`src/rtl/adc_queue_seq_pkg.sv`:
```
`timescale 1ns/1ps
package adc_queue_seq_pkg;

  typedef enum logic [1:0] {
    MODE_TRIG    = 2'd0,
    MODE_GSINGLE = 2'd1,
    MODE_GCONT   = 2'd2,
    MODE_RSVD    = 2'd3
  } scan_mode_e;

  typedef enum logic [1:0] {
    ST_IDLE  = 2'd0,
    ST_CONV  = 2'd1,
    ST_PAUSE = 2'd2
  } seq_state_e;

endpackage

```
`src/rtl/adc_queue_seq_ccw_sel.sv`:
```
`timescale 1ns/1ps
module adc_queue_seq_ccw_sel #(
  parameter int NUM_CCW = 8,
  parameter int CCW_W   = 6,
  parameter int IDX_W   = $clog2(NUM_CCW)
) (
  input  logic [NUM_CCW*CCW_W-1:0] table_flat,
  input  logic [IDX_W-1:0]         idx,
  output logic [CCW_W-1:0]         word
);

  logic [CCW_W-1:0] entry [NUM_CCW];

  for (genvar g = 0; g < NUM_CCW; g++) begin : g_unpack
    assign entry[g] = table_flat[g*CCW_W +: CCW_W];
  end

  assign word = entry[idx];

endmodule

```
`src/rtl/adc_queue_seq_conv_timer.sv`:
```
`timescale 1ns/1ps
module adc_queue_seq_conv_timer #(
  parameter int CONV_CYCLES = 14,
  parameter int CH_W        = 4,
  parameter int DATA_W      = 10
) (
  input  logic              clk,
  input  logic              rst,
  input  logic              start,
  input  logic [CH_W-1:0]   start_chan,
  input  logic [DATA_W-1:0] sample_in,
  output logic              conv_start,
  output logic [CH_W-1:0]   conv_chan,
  output logic              eoc,
  output logic [DATA_W-1:0] sample
);

  localparam int CNT_W = $clog2(CONV_CYCLES + 1);
  localparam logic [CNT_W-1:0] CNT_LOAD = CNT_W'(CONV_CYCLES);
  localparam logic [CNT_W-1:0] CNT_ONE  = CNT_W'(1);

  logic [CNT_W-1:0] cnt;
  logic             run;

  always_ff @(posedge clk) begin
    if (rst) begin
      cnt        <= '0;
      run        <= 1'b0;
      conv_start <= 1'b0;
      conv_chan  <= '0;
      eoc        <= 1'b0;
      sample     <= '0;
    end else begin
      conv_start <= start;
      eoc        <= 1'b0;
      if (start) begin
        run       <= 1'b1;
        cnt       <= CNT_LOAD;
        conv_chan <= start_chan;
      end else if (run) begin
        cnt <= cnt - CNT_ONE;
        if (cnt == CNT_ONE) begin
          eoc    <= 1'b1;
          run    <= 1'b0;
          sample <= sample_in;
        end
      end
    end
  end

endmodule

```
`src/rtl/adc_queue_seq_result_ram.sv`:
```
`timescale 1ns/1ps
module adc_queue_seq_result_ram #(
  parameter int DEPTH  = 8,
  parameter int DATA_W = 10,
  parameter int AW     = $clog2(DEPTH)
) (
  input  logic              clk,
  input  logic              we,
  input  logic [AW-1:0]     waddr,
  input  logic [DATA_W-1:0] wdata,
  input  logic [AW-1:0]     raddr,
  output logic [DATA_W-1:0] rdata
);

  logic [DATA_W-1:0] mem [DEPTH];

  always_ff @(posedge clk) begin
    if (we) mem[waddr] <= wdata;
    rdata <= mem[raddr];
  end

endmodule

```
`src/rtl/adc_queue_seq.sv`:
```
`timescale 1ns/1ps
module adc_queue_seq
  import adc_queue_seq_pkg::*;
#(
  parameter int NUM_CCW     = 8,
  parameter int CH_W        = 4,
  parameter int DATA_W      = 10,
  parameter int CONV_CYCLES = 14
) (
  input  logic                                clk,
  input  logic                                rst,
  input  logic [1:0]                          mode,
  input  logic                                trig,
  input  logic                                gate,
  input  logic                                sse_set,
  input  logic                                flag_clr,
  input  logic [NUM_CCW*(CH_W+2)-1:0]         ccw_table,
  input  logic [DATA_W-1:0]                   sample_in,
  input  logic [$clog2(NUM_CCW)-1:0]          res_raddr,
  output logic                                conv_start,
  output logic [CH_W-1:0]                     conv_chan,
  output logic                                eoc,
  output logic                                busy,
  output logic [$clog2(NUM_CCW)-1:0]          cwp,
  output logic [$clog2(NUM_CCW)-1:0]          cwp_done,
  output logic                                cf,
  output logic                                pf,
  output logic                                sse,
  output logic [DATA_W-1:0]                   res_rdata
);

  localparam int CCW_W     = CH_W + 2;
  localparam int IDX_W     = $clog2(NUM_CCW);
  localparam int PAUSE_BIT = CH_W;
  localparam int EOQ_BIT   = CH_W + 1;
  localparam logic [IDX_W-1:0] LAST_IDX = IDX_W'(NUM_CCW - 1);
  localparam logic [IDX_W-1:0] ONE_IDX  = IDX_W'(1);

  seq_state_e  state;
  scan_mode_e  mode_e;
  logic        trig_q;
  logic        stop_req;
  logic        trig_rise;
  logic        gated_m;
  logic        cont_m;
  logic        closed;
  logic        start;
  logic [IDX_W-1:0] nxt_idx;
  logic [CCW_W-1:0] cur_ccw;
  logic [CCW_W-1:0] nxt_ccw;
  logic        is_end;
  logic        is_pause;
  logic        eoc_w;
  logic [DATA_W-1:0] conv_sample;
  logic        res_we;
  logic        unused_bits;

  assign mode_e    = scan_mode_e'(mode);
  assign gated_m   = (mode_e == MODE_GSINGLE) || (mode_e == MODE_GCONT);
  assign cont_m    = (mode_e == MODE_GCONT);
  assign trig_rise = trig & ~trig_q;
  assign closed    = stop_req | ~gate;

  adc_queue_seq_ccw_sel #(.NUM_CCW(NUM_CCW), .CCW_W(CCW_W), .IDX_W(IDX_W)) cur_sel_i (
    .table_flat (ccw_table),
    .idx        (cwp),
    .word       (cur_ccw)
  );

  adc_queue_seq_ccw_sel #(.NUM_CCW(NUM_CCW), .CCW_W(CCW_W), .IDX_W(IDX_W)) nxt_sel_i (
    .table_flat (ccw_table),
    .idx        (nxt_idx),
    .word       (nxt_ccw)
  );

  assign unused_bits = ^{cur_ccw[CH_W-1:0], nxt_ccw[CCW_W-1:CH_W]};

  assign is_end   = cur_ccw[EOQ_BIT] | (cwp == LAST_IDX);
  assign is_pause = cur_ccw[PAUSE_BIT] & ~gated_m;

  // Next-step decision: whether a conversion starts this cycle and at which index.
  always_comb begin
    start   = 1'b0;
    nxt_idx = cwp;
    unique case (state)
      ST_IDLE: begin
        nxt_idx = '0;
        if (gated_m) start = gate & (cont_m | sse);
        else         start = sse & trig_rise;
      end
      ST_CONV: begin
        if (eoc_w) begin
          if (!is_end) begin
            nxt_idx = cwp + ONE_IDX;
            start   = gated_m ? ~closed : ~is_pause;
          end else begin
            nxt_idx = '0;
            start   = cont_m & ~closed;
          end
        end
      end
      ST_PAUSE: begin
        nxt_idx = cwp + ONE_IDX;
        start   = trig_rise;
      end
      default: begin
        start   = 1'b0;
        nxt_idx = cwp;
      end
    endcase
  end

  always_ff @(posedge clk) begin
    if (rst) begin
      state    <= ST_IDLE;
      cwp      <= '0;
      cwp_done <= '0;
      cf       <= 1'b0;
      pf       <= 1'b0;
      sse      <= 1'b0;
      stop_req <= 1'b0;
      trig_q   <= 1'b0;
    end else begin
      trig_q <= trig;
      if (flag_clr) begin
        cf <= 1'b0;
        pf <= 1'b0;
      end
      if (sse_set) sse <= 1'b1;
      if (state == ST_CONV && gated_m && !gate) stop_req <= 1'b1;

      if (state == ST_CONV && eoc_w) begin
        cwp_done <= cwp;
        if (is_end) begin
          cf <= 1'b1;
          if (!cont_m) sse <= 1'b0;
        end else if (is_pause || (gated_m && closed)) begin
          pf <= 1'b1;
        end
      end

      if (start) begin
        cwp      <= nxt_idx;
        stop_req <= 1'b0;
        state    <= ST_CONV;
      end else if (state == ST_CONV && eoc_w) begin
        state <= (is_pause && !is_end) ? ST_PAUSE : ST_IDLE;
      end
    end
  end

  assign busy = (state == ST_CONV);

  adc_queue_seq_conv_timer #(.CONV_CYCLES(CONV_CYCLES), .CH_W(CH_W), .DATA_W(DATA_W)) timer_i (
    .clk        (clk),
    .rst        (rst),
    .start      (start),
    .start_chan (nxt_ccw[CH_W-1:0]),
    .sample_in  (sample_in),
    .conv_start (conv_start),
    .conv_chan  (conv_chan),
    .eoc        (eoc_w),
    .sample     (conv_sample)
  );

  assign eoc    = eoc_w;
  assign res_we = (state == ST_CONV) && eoc_w;

  adc_queue_seq_result_ram #(.DEPTH(NUM_CCW), .DATA_W(DATA_W), .AW(IDX_W)) res_i (
    .clk   (clk),
    .we    (res_we),
    .waddr (cwp),
    .wdata (conv_sample),
    .raddr (res_raddr),
    .rdata (res_rdata)
  );

endmodule

```
`config.mk`:
```
export PLATFORM = sky130hd
export DESIGN_NAME = adc_queue_seq
export DESIGN_NICKNAME = d
export VERILOG_FILES = /design/src/rtl/adc_queue_seq_pkg.sv /design/src/rtl/adc_queue_seq_ccw_sel.sv /design/src/rtl/adc_queue_seq_conv_timer.sv /design/src/rtl/adc_queue_seq_result_ram.sv /design/src/rtl/adc_queue_seq.sv
export SDC_FILE = /design/constraint.sdc
export NUM_CORES = 1
export LEC_CHECK = 0
export ABC_AREA = 1
export BUFFER_PORTS_ARGS = -buffer_cell sky130_fd_sc_hd__buf_2
export CAP_MARGIN = 10
export CORE_AREA = 2 2 119 92
export DETAILED_ROUTE_END_ITERATION = 6
export DIE_AREA = 0 0 121 94
export PLACE_DENSITY = 0.77
export SYNTH_ARGS = -nofsm -noshare
export SYNTH_HDL_FRONTEND = slang
export SYNTH_SLANG_ARGS = --single-unit
```
`constraint.sdc`:
```
create_clock -name clk -period 5.8 [get_ports clk]
set_input_delay 1.16 -clock clk [delete_from_list [all_inputs] [get_ports clk]]
set_output_delay 1.16 -clock clk [all_outputs]
set_load 0.01 [all_outputs]
```
After elaboration in Yosys (flattened, before gate mapping) --
Memory sizes are Yosys's and may differ from the RTL's. A register that Yosys moved wholly into a read port is not among the register bits. Index checks and enable logic that the tools add are counted.
Cells by class: add/sub/neg operators 2, magnitude comparators 2, equal/unequal tests 6, multiplexer cells 36, bitwise operators 17, reductions and logical operators 15
Operator list (count):
- $bmux 6 s3 | 2
- $mux 1 | 23
- $mux 4 | 4
- $mux 6 | 2
- $pmux 3 s3 | 1
- $ge 4x4->1 const B | 2
- $not 3->4 | 2
- $not 1->1 | 7
- $mux 3 | 2
- $and 1x1->1 | 5
- $logic_and 1x1->1 | 5
- $eq 2x1->1 const B | 2
- $eq 2x2->1 const B | 2
- $eq 4x1->1 const B | 1
- $reduce_bool 2->1 | 2
- $sub 4x1->4 const B | 1
- $add 3x1->3 const B | 1
- $eq 3x3->1 const B | 1
- $or 1x1->1 | 3
- $pmux 1 s3 | 1
- $reduce_and 3->1 | 1
- $reduce_or 3->1 | 1
- $logic_not 1->1 | 2
- $logic_not 2->1 | 1
- other kinds (3) | 4
Word-level totals: register bits after elaboration 34, memory bits (writable) 80, bits of input ports 69, word-level logic and storage cells 95, memories kept 1
Memory list:
- res_i.mem | words 8, width 10, read ports 1, clocked after memory_dff 1, write ports 1, RTL line adc_queue_seq_result_ram.sv:15 | logic [DATA_W-1:0] mem [DEPTH];

Logic depth before layout (Yosys ltp) --
Gate-level depths: netlist (run 1).
depth in word-level cells 12, gate-level depth with buffers 14, mapped depth without buffers 14

Modules after synthesis --
Synthesis (run 1) repeated with hierarchy kept, for this count alone.
Second synthesis, totals: cell total of the unflattened synthesis 926, area, all modules 6730.2 sq um
Modules (own cells, without submodules):
- adc_queue_seq_result_ram | instances 1, cells each 374, area an instance 3813.7 sq um, sequential area each 2602.5 sq um
- adc_queue_seq_ccw_sel | instances 2, cells each 160, area an instance 665.6 sq um, sequential area each 0.0 sq um
- adc_queue_seq_conv_timer | instances 1, cells each 123, area an instance 867.1 sq um, sequential area each 420.4 sq um
- adc_queue_seq | instances 1, cells each 109, area an instance 718.2 sq um, sequential area each 260.2 sq um

Worst setup path before layout (run 1) --
No wires, ideal clock.
path kind input to register, from input mode[0], to register timer_i.sample[0], arrival time 2508 ps, data required time 5687 ps, slack 3179 ps, stages on the path 9, cell sequence inv_1 > ha_1 > or2_2 > a21boi_0 > o2111ai_1 > nand4_2 > buf_2 > nor2_1 > nor2_1
Between the ends: word-level cells in the longest chain between the ends 11
RTL lines:
- from (decl) | RTL line adc_queue_seq.sv:12 | input logic [1:0] mode,
- $eq 2x1->1 / $eq 2x2->1 (equally long branches) | RTL line adc_queue_seq.sv:59, adc_queue_seq.sv:60
- $logic_or 1x1->1 | RTL line adc_queue_seq.sv:59 | assign gated_m = (mode_e == MODE_GSINGLE) || (mode_e == MODE_GCONT);
- $not 1->1 | RTL line adc_queue_seq.sv:79 | assign is_pause = cur_ccw[PAUSE_BIT] & ~gated_m;
- $and 1x1->1 | RTL line adc_queue_seq.sv:79
- $not 1->1 | RTL line adc_queue_seq.sv:95 | start = gated_m ? ~closed : ~is_pause;
- $mux 1 | RTL line adc_queue_seq.sv:95
- $mux 1 | RTL line adc_queue_seq.sv:93 | if (!is_end) begin
- $mux 1 | RTL line adc_queue_seq.sv:92 | if (eoc_w) begin
- $pmux 1 s3 * | RTL line adc_queue_seq.sv:85 | unique case (state)
- $not 1->1 (no line) *
- $reduce_and 3->1 (no line) *
- to (signal assigned) | RTL line adc_queue_seq_conv_timer.sv:45 | sample <= sample_in;
- to (decl) | RTL line adc_queue_seq_conv_timer.sv:15 | output logic [DATA_W-1:0] sample
Every way passes the cells marked *; elsewhere a longest branch is shown, timed or not. A chain may end at the register's enable or synchronous reset.

==> flow_summary.toml, run 1 <==
[worst_hold_path]
min_path_type = "flip-flop to flip-flop"

[power]
comb_power_share = 0.065
p_seq_frac = 0.441
internal-power_w = 0.00172
pwr-share-clk = 0.495
power.leakage_nw = 2.82
p_per_area_nw_per_um2 = 331
swShare = 0.216
vdd_drop_max_mv = 0.235
p_sw_w = 0.000474

[place]
portBuffers = 94
hpwl_mm = 8.94
place_congestion = 0.892
dp.cells = 802
post_dp_cell_area_um2 = 6000

[yosys]
yosys_warnings = 0
ys_seq_area_frac = 0.600
synth_cell_type_count = 34
syn_area_um2 = 5470
synthFlopType = "edfxtp_1"
syn_inst = 594
ys_ff_latch = 124
async_flop_share = 0
syn_avg_cell_area_um2 = 9.21
syn-num-nets = 668
synth-edff-count = 80

[die]
die_y_um = 94
start_util = 0.540
fp.dieW_um = 121
io_pins = 95
rows = 32
die_area_um2 = 11400
core_um2 = 10100

[worst_setup_path]
r2r_cells = 11
cp_data_arrival_time_ns = 3.19
critPathLaunch = "res_raddr[0]"
rrSetupSlack_ns = 3.22
regToRegStartpoint = "cwp[0]$_SDFFE_PP0P_"
endpoint_kind = "flip-flop"
critPathCapture = "res_i.rdata[8]$_DFF_P_"
cp_num_cells = 6
path_cells = "buf_2 > inv_1 > o21ai_0 > o22ai_1 > nor2_1 > a31oi_1"
crit_path_max_incr_delay_ns = 0.70
slowest_stage = "inv_1"
cp_num_buf_inv = 2
startpoint_type = "input pin"
rr_endpoint = "timer_i.sample[3]$_SDFFE_PP0P_"
path_max_fanout = 41
path_class = "input pin to flip-flop"
required_ns = 6.05
crit_family = "buffers and inverters"

[layout]
utilization = 0.653
layout_commonest_cell = "nor2_1"
antenna_cells = 0
final_cell_area_um2 = 6620
final_nets = 760
nFillCells = 779
final_cells = 835
final_cell_mix = "117 x nor2_1, 110 x nand2_1, 94 x buf_2, 80 x edfxtp_1, 51 x nand3_1"
drive_gt1_frac = 0.216
syn_to_final_growth_pct = 20.9

[sta]
worst_pin_slew_ns = 1.24
max_slew_margin = 0.171
rsz0062_at_grt = "false"
slew_viol_final = 0
tns_ns = 0
setup_viol = 0
final_hold_viol_count = 0
fin_crit_ns = 2.93
fmax_ghz = 0.341
finalCritPeriodShare = 0.506
fin_skew_ns = 0.00636

[drt]
num_vias = 4600
wl_per_cell_um = 16.4
ant_nets = 0
wl_mm = 13.7
routed_via_density = 5.51
first_iter_violations = 507
dr.pass1.iters = 5
drc = 0

[cts]
ctsHoldBuffers = 0
insertion_delay_ns = 0.41
cts_resized = 0
cts_sinks = 124
cts_setup_buffers = 0
clockBufferDepth = 2
h-tree-depth = 4
clockRootBuffer = "clkbuf_16"
cts.clk_slew.worst_paths_ns = 0.05
cts_tree = "built"
cts_buffers = 17

[run_status]
status = "finished, final reports clean"

[grt]
antenna_found_initial = 0
grtUsageTotal = 0.249
grt-ovfl-total = 0
grt_max_degree = 42
grt_first_pass_wirelength_mm = 21.4
grt_pass1_vias = 4349

[run]
drv_cap = 0
cells by family (layout without fill, tap and decap cells):
group           after synthesis  in the layout  share of synthesized area
simple gates                295            295                      0.231
flops                       124            124                      0.600
compound gates               91             91                     0.0960
buf+inv                      78            183                     0.0597
fa+ha+maj                     5              5                     0.0114
xor+xnor                      1              1                    0.00160
registers in the layout, summed over array words and instances (netlist names), 2 cells and up:
signal             flops
res_i.mem             80
res_i.rdata           10
timer_i.sample        10
timer_i.cnt            4
timer_i.conv_chan      4
cwp                    3
cwp_done               3
state                  2
cell type report:
| class | count | area (um^2) | area share |
|---|---|---|---|
| well taps | 136 | 170 | 0.0257 |
| inverters | 55 | 208 | 0.0314 |
| repair buffers | 96 | 489 | 0.0739 |
| flip-flops and latches | 124 | 3280 | 0.496 |
| clock buffers | 18 | 429 | 0.0648 |
| multi-input cells | 392 | 1860 | 0.281 |
| clock inverters | 14 | 176 | 0.0267 |
power groups by stage:
stage	clock (W)	combinational, W	sequential (W)
2_1_floorplan	0	0.0000815	0.000984
3_3_place_gp	0	0.000132	0.000983
3_5_place_dp	0	0.000139	0.000983
4_1_cts	0.00109	0.000141	0.000965
5_1_grt	0.00112	0.000158	0.000967
6_report	0.00108	0.000142	0.000966
tightest hold or removal path, cell delays in order (launching register included):
cell,delay (ns)
dfxtp_1,0.31
nand2_1,0.06
nand2_1,0.04
routing by layer:
metal,routed length (um),vias to the layer above,GRT usage
met1,5880,2129,0.330
li1,-,2178,-
met4,274,0,0.0940
met5,0,-,0
met3,1130,37,0.0564
met2,6410,256,0.402
worst min-delay path by stage:
| stage | from | to | slack, ns | cells after the start |
|---|---|---|---|---|
| 2_1_floorplan | stop_req$_SDFFE_PP0P_ | stop_req$_SDFFE_PP0P_ | 0.46 | 2 |
| 3_3_place_gp | timer_i.conv_chan[2]$_SDFFE_PP0P_ | timer_i.conv_chan[2]$_SDFFE_PP0P_ | 0.44 | 2 |
| 3_5_place_dp | timer_i.conv_chan[3]$_SDFFE_PP0P_ | timer_i.conv_chan[3]$_SDFFE_PP0P_ | 0.44 | 2 |
| 4_1_cts | timer_i.conv_chan[3]$_SDFFE_PP0P_ | timer_i.conv_chan[3]$_SDFFE_PP0P_ | 0.45 | 2 |
| 5_1_grt | timer_i.conv_chan[1]$_SDFFE_PP0P_ | timer_i.conv_chan[1]$_SDFFE_PP0P_ | 0.47 | 2 |
| 6_report | timer_i.conv_chan[3]$_SDFFE_PP0P_ | timer_i.conv_chan[3]$_SDFFE_PP0P_ | 0.45 | 2 |
stage by stage:
step	setup slack, ns	power [W]	hold slack (ns)
after floorplan	3.18	0.00107	0.456
after global placement	2.74	0.00111	0.441
after detailed placement	2.59	0.00112	0.439
after CTS	3.01	0.00219	0.455
after global routing	2.73	0.00225	0.474
final	2.87	0.00219	0.454
synth_stat cells (2+ instances only):
| cell type | n | area share |
|---|---|---|
| buf_6 | 3 | 0.0062 |
| nor2_4 | 2 | 0.0041 |
| nand4_2 | 2 | 0.0046 |
| o21ai_1 | 4 | 0.0037 |
| a21oi_2 | 2 | 0.0032 |
| nand2_1 | 110 | 0.075 |
| inv_2 | 6 | 0.0041 |
| clkbuf_1 | 16 | 0.011 |
| edfxtp_1 | 80 | 0.44 |
| a31oi_1 | 10 | 0.011 |
| ha_1 | 5 | 0.011 |
| nor2_2 | 3 | 0.0034 |
| clkinv_1 | 2 | 0.0014 |
| inv_1 | 46 | 0.032 |
| o22ai_1 | 12 | 0.014 |
| dfxtp_1 | 44 | 0.16 |
| nor2_1 | 117 | 0.080 |
| nand2_2 | 6 | 0.0069 |
| o21ai_0 | 47 | 0.043 |
| buf_2 | 2 | 0.0018 |
| a21oi_1 | 11 | 0.010 |
| nand3_1 | 51 | 0.047 |
| buf_4 | 2 | 0.0027 |
Power figures use the tool's default switching activity.
==> run 2, diff against run 1 <==
==> constraint.sdc (replaced) <==
create_clock -name clk -period 3 [get_ports clk]
set_input_delay 0.6 -clock clk [delete_from_list [all_inputs] [get_ports clk]]
set_output_delay 0.6 -clock clk [all_outputs]
set_load 0.01 [all_outputs]
==> run 2 against run 1 <==
  * Critical path depth is 5 higher
  * Sequential share of layout area fell by 0.88 points
  * Non-clock buffer count rose by 8
  * Via count shrank 0.39%
  * Total power rose by 100%
  * First-iteration DRC count fell by 1.6%
  * Critical path type is now flip-flop to flip-flop
  * Critical endpoint is now timer_i.sample[7]$_SDFFE_PP0P_
  * Largest cell class unchanged
==> flow_summary.toml, run 2 (synthesized netlist as in run 1, its figures left out) <==
[run_status]
status = "finished, final reports clean"

[layout]
final_cell_mix = "117 x nor2_1, 110 x nand2_1, 94 x buf_2, 80 x edfxtp_1, 51 x nand3_1"
regArea_um2 = 3280
layout_commonest_cell = "nor2_1"
syn_to_final_growth_pct = 23.1
antenna_cells = 0
regMostFlops = "res_i.mem"
drive_gt1_frac = 0.228
largestRegisters = "res_i.mem (80), res_i.rdata (10), timer_i.sample (10)"
largest_register_ffs = 80
nFillCells = 775
multi_input_area_um2 = 1860
final_nets = 768
utilization = 0.665

[power]
p_seq_frac = 0.424
p_sw_w = 0.000929
pwr-share-clk = 0.513
vdd_drop_max_mv = 0.504
power.leakage_nw = 2.90
comb_power_share = 0.063
internal-power_w = 0.00347
p_per_area_nw_per_um2 = 653
power.total_w = 0.00440
swShare = 0.211

[grt]
grtUsageTotal = 0.253
grt_first_pass_wirelength_mm = 21.5
grt_max_degree = 41
grt-ovfl-total = 0
antenna_found_initial = 0
grt_pass1_vias = 4505

[cts]
insertion_delay_ns = 0.42
cts_tree = "built"
clockRootBuffer = "clkbuf_16"
cts_resized = 0
clockBufferDepth = 2
h-tree-depth = 4
cts_buffers = 17
ctsHoldBuffers = 0
cts_setup_buffers = 0
cts.clk_slew.worst_paths_ns = 0.06
cts_sinks = 124

[drt]
ant_nets = 0
routed_via_density = 5.44
wl_per_cell_um = 16.2
drc = 0
num_vias = 4582
dr.pass1.iters = 5
first_iter_violations = 499
wl_mm = 13.7

[place]
hpwl_mm = 8.83
place_congestion = 0.869
portBuffers = 94

[sta]
finalCritPeriodShare = 0.845
fin_skew_ns = 0.00625
rsz0062_at_grt = "false"
max_slew_margin = 0.499
worst_pin_slew_ns = 0.750
fmax_ghz = 0.394
tns_ns = 0
fin_crit_ns = 2.54
setup_viol = 0
slew_viol_final = 0
final_hold_viol_count = 0

[die]
core_um2 = 10100
die_area_um2 = 11400
die_y_um = 94
fp.dieW_um = 121
rows = 32
io_pins = 95
start_util = 0.540

[worst_setup_path]
path_max_fanout = 21
required_ns = 3.30
startpoint_type = "flip-flop"
path_class = "flip-flop to flip-flop"
cp_data_arrival_time_ns = 2.84
endpoint_kind = "flip-flop"

[run]
drv_cap = 0

[worst_hold_path]
min_path_type = "input pin to flip-flop"
[run 2: final timing paths]
check	start	endpoint	slack, ns	cells after the start
min	trig	trig_q$_SDFF_PP0_	0.40	3
max	cwp[0]$_SDFFE_PP0P_	timer_i.sample[7]$_SDFFE_PP0P_	0.46	11
max reg2reg	cwp[0]$_SDFFE_PP0P_	timer_i.sample[7]$_SDFFE_PP0P_	0.46	11
min reg2reg	timer_i.conv_chan[0]$_SDFFE_PP0P_	timer_i.conv_chan[0]$_SDFFE_PP0P_	0.46	2
[run 2: power by group through the flow]
stage / Clock, W / Sequential, W / Combinational, W
after global placement: 0 / 0.00190 / 0.000261
final: 0.00226 / 0.00187 / 0.000277
after detailed placement: 0 / 0.00190 / 0.000269
after CTS: 0.00227 / 0.00187 / 0.000274
after floorplan: 0 / 0.00190 / 0.000158
after global routing: 0.00236 / 0.00187 / 0.000305
[run 2: worst max-delay path, stage by stage, from the launching register on]
cell and delay (ns):
dfxtp_1 0.80, inv_2 0.23, nand2_1 0.12, nand3_1 0.07, nand2_1 0.09, clkinv_2 0.10
nand2_2 0.13, a21oi_2 0.07, nand2_2 0.10, nand4_2 0.38, nor2_1 0.26, nor2_1 0.07
[run 2: final cells by class]
cell class,count,share of cell area
well taps,136,0.0253
clock inverters,8,0.0182
flip-flops and latches,124,0.487
inverters,55,0.0308
clock buffers,24,0.0810
repair buffers,104,0.0810
multi-input cells,392,0.277
[run 2: metrics by stage]
step	setup WS [ns]	std cells	hold WS (ns)	cell area, um^2
after floorplan	0.939	594	0.456	5470
after CTS	0.452	843	0.400	6740
final	0.464	843	0.405	6740
after global placement	0.584	811	0.438	6070
after global routing	0.198	843	0.419	6740
after detailed placement	0.472	811	0.446	6070
[run 2: routing by layer]
metal / global-route usage / share of wire / vias to the layer above
met4: 0.0979 / 0.017 / 0
met3: 0.0795 / 0.080 / 29
li1: - / - / 2186
met2: 0.410 / 0.48 / 209
met1: 0.318 / 0.43 / 2158
met5: 0 / 0 / -
